[src/rtl/gt_pkg.sv]
package gt_pkg;
  localparam int DATA_W = 8;
  localparam int CNT_W  = 2 * DATA_W;
  typedef logic [CNT_W-1:0] cnt_t;
endpackage

[src/rtl/gt_edge_sync.sv]
module gt_edge_sync #(
  parameter int STAGES = 2
) (
  input  logic clk,
  input  logic rst_n,
  input  logic async_i,
  output logic rise_o
);
  logic [STAGES-1:0] sync_q, sync_d;
  logic              prev_q, prev_d;

  always_comb begin
    sync_d = {sync_q[STAGES-2:0], async_i};
    prev_d = sync_q[STAGES-1];
  end

  always_ff @(posedge clk or negedge rst_n) begin
    if (!rst_n) begin
      sync_q <= '0;
      prev_q <= 1'b0;
    end else begin
      sync_q <= sync_d;
      prev_q <= prev_d;
    end
  end

  assign rise_o = sync_q[STAGES-1] & ~prev_q;

  // a detected edge lasts exactly one cycle
  assert_single_rise_R4: assert property (@(posedge clk) disable iff (!rst_n)
    rise_o |=> !rise_o);
endmodule

[src/rtl/gt_counter.sv]
module gt_counter
  import gt_pkg::*;
(
  input  logic              clk,
  input  logic              rst_n,
  input  logic              tick_i,
  input  logic              ld_hi_i,
  input  logic              ld_lo_i,
  input  logic [DATA_W-1:0] data_i,
  output cnt_t              cnt_o,
  output logic              wrap_o
);
  cnt_t cnt_q, cnt_d;
  logic load;

  assign load = ld_hi_i | ld_lo_i;

  always_comb begin
    cnt_d = cnt_q;
    if (load) begin
      if (ld_hi_i) cnt_d[CNT_W-1:DATA_W] = data_i;
      if (ld_lo_i) cnt_d[DATA_W-1:0]     = data_i;
    end else if (tick_i) begin
      cnt_d = cnt_q + 1'b1;
    end
  end

  always_ff @(posedge clk or negedge rst_n) begin
    if (!rst_n) cnt_q <= '0;
    else        cnt_q <= cnt_d;
  end

  assign cnt_o  = cnt_q;
  assign wrap_o = tick_i & ~load & (&cnt_q);

  assert_load_lo_R2: assert property (@(posedge clk) disable iff (!rst_n)
    ld_lo_i |=> cnt_q[DATA_W-1:0] == $past(data_i));
  assert_load_hi_R2: assert property (@(posedge clk) disable iff (!rst_n)
    ld_hi_i |=> cnt_q[CNT_W-1:DATA_W] == $past(data_i));
  assert_hold_R4: assert property (@(posedge clk) disable iff (!rst_n)
    (!tick_i && !load) |=> $stable(cnt_q));
  // a wrap always lands on zero, suppressed or not
  assert_wrap_zero_R8: assert property (@(posedge clk) disable iff (!rst_n)
    wrap_o |=> cnt_q == '0);
endmodule

[src/rtl/gt_guard.sv]
module gt_guard #(
  parameter int EDGES = 2,
  parameter int TAIL  = 2
) (
  input  logic clk,
  input  logic rst_n,
  input  logic arm_i,
  input  logic ext_rise_i,
  output logic active_o
);
  localparam int EW = $clog2(EDGES + 1);
  localparam int TW = $clog2(TAIL + 1);

  logic [EW-1:0] edges_q, edges_d;
  logic [TW-1:0] tail_q, tail_d;

  always_comb begin
    edges_d = edges_q;
    tail_d  = tail_q;
    if (arm_i) begin
      edges_d = EW'(EDGES);
      tail_d  = TW'(TAIL);
    end else begin
      if (ext_rise_i && edges_q != '0) edges_d = edges_q - 1'b1;
      if (edges_q == '0 && tail_q != '0) tail_d = tail_q - 1'b1;
    end
  end

  always_ff @(posedge clk or negedge rst_n) begin
    if (!rst_n) begin
      edges_q <= '0;
      tail_q  <= '0;
    end else begin
      edges_q <= edges_d;
      tail_q  <= tail_d;
    end
  end

  assign active_o = (edges_q != '0) | (tail_q != '0);

  assert_arm_opens_R6: assert property (@(posedge clk) disable iff (!rst_n)
    arm_i |=> active_o);
  // without edges or arming, an open edge phase stays open
  assert_edges_hold_R7: assert property (@(posedge clk) disable iff (!rst_n)
    (!arm_i && !ext_rise_i && edges_q != '0) |=> edges_q == $past(edges_q));
endmodule

[src/rtl/guarded_timer.sv]
module guarded_timer
  import gt_pkg::*;
#(
  parameter int SYNC_STAGES = 2,
  parameter int GUARD_EDGES = 2,
  parameter int GUARD_TAIL  = 2
) (
  input  logic              clk,
  input  logic              rst_n,
  input  logic              ext_clk_i,
  input  logic              wr_hi_i,
  input  logic              wr_lo_i,
  input  logic [DATA_W-1:0] wr_data_i,
  input  logic              enable_i,
  input  logic              ext_mode_i,
  input  logic              irq_en_i,
  input  logic              flag_clr_i,
  output logic [CNT_W-1:0]  count_o,
  output logic              flag_o,
  output logic              irq_o
);
  logic ext_rise, tick, wrap, guard_active, arm, blank;
  logic en_q, mode_q, flag_q, flag_d;
  cnt_t cnt;

  gt_edge_sync #(.STAGES(SYNC_STAGES)) u_sync (
    .clk(clk), .rst_n(rst_n), .async_i(ext_clk_i), .rise_o(ext_rise)
  );

  assign tick = enable_i & (ext_mode_i ? ext_rise : 1'b1);

  gt_counter u_cnt (
    .clk(clk), .rst_n(rst_n), .tick_i(tick), .ld_hi_i(wr_hi_i),
    .ld_lo_i(wr_lo_i), .data_i(wr_data_i), .cnt_o(cnt), .wrap_o(wrap)
  );

  assign arm = ext_mode_i & (wr_hi_i | wr_lo_i | (enable_i & ~en_q) | ~mode_q);

  gt_guard #(.EDGES(GUARD_EDGES), .TAIL(GUARD_TAIL)) u_guard (
    .clk(clk), .rst_n(rst_n), .arm_i(arm), .ext_rise_i(ext_rise),
    .active_o(guard_active)
  );

  assign blank = guard_active | arm;

  always_comb begin
    flag_d = flag_q;
    if (wrap && !blank)   flag_d = 1'b1;
    else if (flag_clr_i)  flag_d = 1'b0;
  end

  always_ff @(posedge clk or negedge rst_n) begin
    if (!rst_n) begin
      en_q   <= 1'b0;
      mode_q <= 1'b0;
      flag_q <= 1'b0;
    end else begin
      en_q   <= enable_i;
      mode_q <= ext_mode_i;
      flag_q <= flag_d;
    end
  end

  assign count_o = cnt;
  assign flag_o  = flag_q;
  assign irq_o   = flag_q & irq_en_i;

  assert_flag_on_wrap_R5: assert property (@(posedge clk) disable iff (!rst_n)
    $rose(flag_q) |-> cnt == '0);
  assert_blanked_R6: assert property (@(posedge clk) disable iff (!rst_n)
    blank |=> !$rose(flag_q));
  assert_clear_R9: assert property (@(posedge clk) disable iff (!rst_n)
    (flag_clr_i && !wrap) |=> !flag_q);
  assert_irq_gate_R10: assert property (@(posedge clk) disable iff (!rst_n)
    !irq_en_i |-> !irq_o);
endmodule

[config.mk]
export PLATFORM = sky130hd
export DESIGN_NAME = guarded_timer
export DESIGN_NICKNAME = d
export VERILOG_FILES = /design/src/rtl/gt_pkg.sv /design/src/rtl/gt_edge_sync.sv /design/src/rtl/gt_counter.sv /design/src/rtl/gt_guard.sv /design/src/rtl/guarded_timer.sv
export SDC_FILE = /design/constraint.sdc
export NUM_CORES = 1
export LEC_CHECK = 0
export BUFFER_PORTS_ARGS = -buffer_cell sky130_fd_sc_hd__buf_2
export CAP_MARGIN = 20
export CELL_PAD_IN_SITES_DETAIL_PLACEMENT = 1
export CELL_PAD_IN_SITES_GLOBAL_PLACEMENT = 1
export CORE_MARGIN = 4
export CORE_UTILIZATION = 40
export CTS_CLUSTER_SIZE = 40
export DETAILED_ROUTE_END_ITERATION = 6
export PLACE_DENSITY_LB_ADDON = 0.1
export SLEW_MARGIN = 10
export SYNTH_ARGS = -nofsm -noshare
export SYNTH_HDL_FRONTEND = slang
export SYNTH_HIERARCHICAL = 1
export SYNTH_SLANG_ARGS = --single-unit
[constraint.sdc]
create_clock -name clk -period 2.2 [get_ports clk]
set_input_delay 0.44 -clock clk [delete_from_list [all_inputs] [get_ports clk]]
set_output_delay 0.44 -clock clk [all_outputs]
set_load 0.005 [all_outputs]
# After elaboration in Yosys (flattened, before gate mapping)
# Index checks and enable logic that the tools add are counted.
# W data, S select, Z words.
dict set report totals {
  register_bits 26
  in_bits 17
  output_inout_bits 18
  wordCells 55
}
dict set report classes {
  add_sub_neg 3
  eq_ne 2
  mux 11
  n_bitwise 16
  n_reduce_logical 14
}
# operator count
set op_table {}
lappend op_table {{$mux W16} 2}
lappend op_table {{$add A16 B1 Y16 const B} 1}
lappend op_table {{$mux W8} 2}
lappend op_table {{$reduce_and A16 Y1} 1}
lappend op_table {{$reduce_bool A2 Y1} 6}
lappend op_table {{$mux W2} 4}
lappend op_table {{$and A1 B1 Y1} 7}
lappend op_table {{$or A1 B1 Y1} 5}
lappend op_table {{$ne A2 B2 Y1 const B} 2}
lappend op_table {{$not A1 Y1} 4}
lappend op_table {{$reduce_and A2 Y1} 2}
lappend op_table {{$sub A2 B1 Y2 const B} 2}
lappend op_table {{$logic_and A1 B1 Y1} 3}
lappend op_table {{$mux W1} 3}
lappend op_table {{$logic_not A2 Y1} 1}
lappend op_table {{$logic_not A1 Y1} 1}

# Depth between registers and ports, before layout
dict set report depth {
  depth_word 9
  mapped_depth 7
  ltp_nobuf 6
}

# By module
# The synthesis kept the hierarchy.
# module n_inst cells_per_inst area_each_um2 seq_area_each_um2
set modules_own_cells {}
lappend modules_own_cells {gt_counter 1 119 1054.8 400.4}
lappend modules_own_cells {gt_guard 1 25 249.0 100.1}
lappend modules_own_cells {guarded_timer 1 12 141.4 75.1}
lappend modules_own_cells {gt_edge_sync 1 4 88.8 75.1}

# Least setup slack after synthesis
# No wires, ideal clock.
dict set report synth_timing {
  kind {register to register}
  startpoint {register u_cnt.cnt_q[0], in the netlist u_cnt/cnt_o[0]}
  endpoint {register flag_q, in the netlist flag_o}
  setup_time_ns 0.096
  arrival_time_ns 1.539
  required_ns 2.104
  setup_slack_ns 0.565
  stages_incl_launch_ff 7
  path_buffers 0
  period_less_slack_ns 1.635
  cell_sequence {dfrtp_1 ha_1 nand4_1 or2_1 nor3_1 inv_1 o32ai_2}
}
dict set report synth_between {
  elab_chain_len 4
  word_cells_on_any_way 5
  classes_between {1 x mux; 1 x bitwise; 3 x reduce/logical}
}
# element line
set synth_rtl {}
lappend synth_rtl {{start, declared} gt_counter.sv:13} ;# cnt_t cnt_q, cnt_d;
lappend synth_rtl {{start signal, assigned} gt_counter.sv:30} ;# else cnt_q <= cnt_d;
lappend synth_rtl {{$reduce_and A16 Y1 *} gt_counter.sv:34} ;# assign wrap_o = tick_i & ~load & (&cnt_q);
lappend synth_rtl {{$and A1 B1 Y1 *} gt_counter.sv:34}
lappend synth_rtl {{named net wrap} guarded_timer.sv:22} ;# logic ext_rise, tick, wrap, guard_active, arm, blank;
lappend synth_rtl {{$logic_and A1 B1 Y1 *} guarded_timer.sv:48} ;# if (wrap && !blank) flag_d = 1'b1;
lappend synth_rtl {{$mux W1 / $reduce_bool A2 Y1 (equally long branches)} n/a}
lappend synth_rtl {{end signal, assigned} guarded_timer.sv:60} ;# flag_q <= flag_d;
lappend synth_rtl {{end, declared} guarded_timer.sv:23} ;# logic en_q, mode_q, flag_q, flag_d;
# Mark *: on every way through the listed nets, which the timed path passes. The rest lies on a longest branch.
# A chain may end at the register's enable or synchronous reset.

# Worst setup path after layout
# Ends and elaborated chain as after synthesis.

==> flow_summary.toml <==
[clock_network]
cts_buffer_depth = 2
hold_buffers = 0
post_cts_resized = 0
htree_levels = 1
numCtsBuffers = 3
cts_tree = "yes"
path_clk_slew_ns = 0.09
clock_latency_ns = 0.27
post-cts-setup-buffers = 0
cts.sinks = 26
ctsRootBufferMaster = "clkbuf_8"

[timing]
finClkSkew_ns = 0.00603
tightest_slew_ns = 0.613
slew_viol_final = 0
period_needed_ns = 1.92
fin_ws_ns = 0.279
finalCritPeriodShare = 0.873
finalHoldViolCount = 0
rsz0062_at_grt = "no"
final-setup-viol-count = 0
fin_setup_tns_ns = 0
max_freq_mhz = 521
slew_headroom = 0.592

[critical_path]
path_cells = "ha_1, nand4_1, or2_1, nor3_1, inv_1, o32ai_2"
crit_type = "reg2reg"
crit_arrival_ns = 2.10
slowest_stage = "dfrtp_1"
endpoint_kind = "flop"
r2r_slack_ns = 0.28
required_ns = 2.38
critPathLaunchType = "flop"
crit_path_max_fanout = 5
max_stage_delay_ns = 0.46

[global_routing]
grt_pass1_vias = 1536
grt_pass1_wl_mm = 7.38
grt_max_degree = 27
grt_overflow_total = 0
gr-usage-all-layers = 0.185
antenna_found_initial = 0

[placed_design]
dp_hpwl_mm = 3.19
dpl_worst_slack_ns = 0.277
numPortBuffers = 34
gp_congestion = 0.842
placed_area_um2 = 1750

[power]
ir_drop_mv = 0.340
p_leak_nw = 0.760
p_per_area_nw_per_um2 = 644

[final_layout]
syn2layout_area_growth_pct = 16.6
drive_above_1_share = 0.290
fillers = 450
diodes = 0
final_nets = 215
design_area_um2 = 1790

[synthesis]
yosysWarningCount = 6
syn-mean-instance-area_um2 = 9.59
async_reset_ff_frac = 1.00
yosysTopAreaCell = "dfrtp_1"
seq_area_frac_synth = 0.424
synth_cells = 160
synth_ff_type = "dfrtp_1"
synth_top_area_frac = 0.424
synth.distinct_cells = 44
syn-num-nets = 180
yosys-top-cells-area = "dfrtp_1, o22a_1, nor2_1"
synth_edf_count = 0
syn_area_um2 = 1530
ys_ff_latch = 26

[routing]
vias = 1398
antenna_left = 0
wl_per_cell_um = 17.8
viasPerCell = 5.80
first_pass_iters = 4
initialDrtViolationCount = 50
drc = 0
drt_wl_total_mm = 4.28

[floorplanning]
die_h_um = 69.9
row_count = 22
start_util = 0.416
die_x_um = 69.9
die-area_um2 = 4890
ios = 35
coreArea_um2 = 3690

[worst_hold_path]
hp-class = "in2async"

[job]
max_cap_viol_count = 0

[run_status]
status = "completed"
critical path, delay by kind of cell (launching register included):
kind            cells  cell delay (ns)
simple gates        3             0.76
flops               1             0.46
fa+ha+maj           1             0.30
compound gates      1             0.24
buf+inv             1             0.08
cells in the final DEF, fill, tap and decap left out, types with 2 or more instances in the layout:
cell type   n
clkbuf_8    3
xnor2_1     2
nand2_1     8
o21ai_0     2
nor3_2      2
nor2b_4     2
nand3_2     2
a21oi_1     9
nand2b_1    2
nor2b_1     8
nand4_1     2
dfrtp_1    26
o22a_1      8
nor2_1     18
and2_1      3
o32a_1      2
a31oi_1     8
nor3_1      3
and3_1      4
buf_2      34
nand3_1     5
and4_1      2
inv_1       8
mux2i_1     4
mux2_2      2
nor2_2      2
ha_1        3
a41o_1      2
layout make-up:
| type | count | area (µm²) | area share |
|---|---|---|---|
| clock buffers | 3 | 41.3 | 0.0231 |
| well taps | 48 | 60.1 | 0.0336 |
| inverters | 8 | 30.0 | 0.0168 |
| multi-input cells | 121 | 830 | 0.464 |
| repair buffers | 35 | 178 | 0.0993 |
| flip-flops and latches | 26 | 651 | 0.364 |
registers in the layout (all words and copies together) (netlist names):
signal and flops:
u_sync/sync_q 2, mode_q 1, u_sync/prev_q 1, en_q 1
u_guard/tail_q 2, flag_o 1, u_cnt/cnt_o 16, u_guard/edges_q 2
per-stage QoR:
| stage | power [mW] | util | instances | hold slack (ns) |
|---|---|---|---|---|
| 2_1_floorplan | 0.768 | - | 160 | 0.144 |
| 3_3_place_gp | 0.869 | 0.474 | 238 | 0.334 |
| 3_5_place_dp | 0.891 | 0.474 | 238 | 0.348 |
| 4_1_cts | 1.17 | 0.485 | 241 | 0.185 |
| 5_1_grt | 1.23 | 0.485 | 241 | 0.210 |
| 6_report | 1.15 | 0.485 | 241 | 0.175 |
metal layers:
layer,global-route usage,routed length (µm),vias up
met5,0,0,-
met4,0.0404,51,0
met3,0.0460,199,6
met2,0.326,2180,39
met1,0.228,1850,704
li1,-,-,649
synth_stat cells, types with 3 or more instances:
| cell type | count |
|---|---|
| dfrtp_1 | 26 |
| nand2_1 | 8 |
| ha_1 | 3 |
| mux2i_1 | 4 |
| inv_1 | 8 |
| a21oi_1 | 9 |
| nor2_1 | 18 |
| and3_1 | 4 |
| nand3_1 | 5 |
| nor2b_1 | 8 |
| buf_2 | 4 |
| nor3_1 | 3 |
| a31oi_1 | 8 |
| and2_1 | 3 |
| o22a_1 | 8 |
logic make-up (layout without fill, tap and decap cells):
logic type / Yosys count / after routing / share of synthesized area
compound gates: 39 / 39 / 0.192
fa+ha+maj: 3 / 3 / 0.0245
simple gates: 71 / 71 / 0.272
xor+xnor: 2 / 2 / 0.0114
mux: 6 / 6 / 0.0408
flops: 26 / 26 / 0.424
buf+inv: 13 / 46 / 0.0351
power breakdown:
group / switching, mW / internal, mW
Sequential: 0.0637 / 0.529
Clock: 0.151 / 0.123
Combinational: 0.154 / 0.131
Total: 0.369 / 0.784
worst paths after layout:
path,from,to,cells after the start
setup / recovery,u_cnt/cnt_o[0],flag_o,6
hold / removal,rst_n,u_cnt/cnt_o[8],1
max in group asynchronous,rst_n,u_cnt/cnt_o[9],1
hold reg to reg,u_sync/sync_q[0],u_sync/sync_q[1],0
min in group clk,ext_clk_i,u_sync/sync_q[0],1
setup reg to reg,u_cnt/cnt_o[0],flag_o,6
No activity file was read; power rests on OpenSTA's default activity.
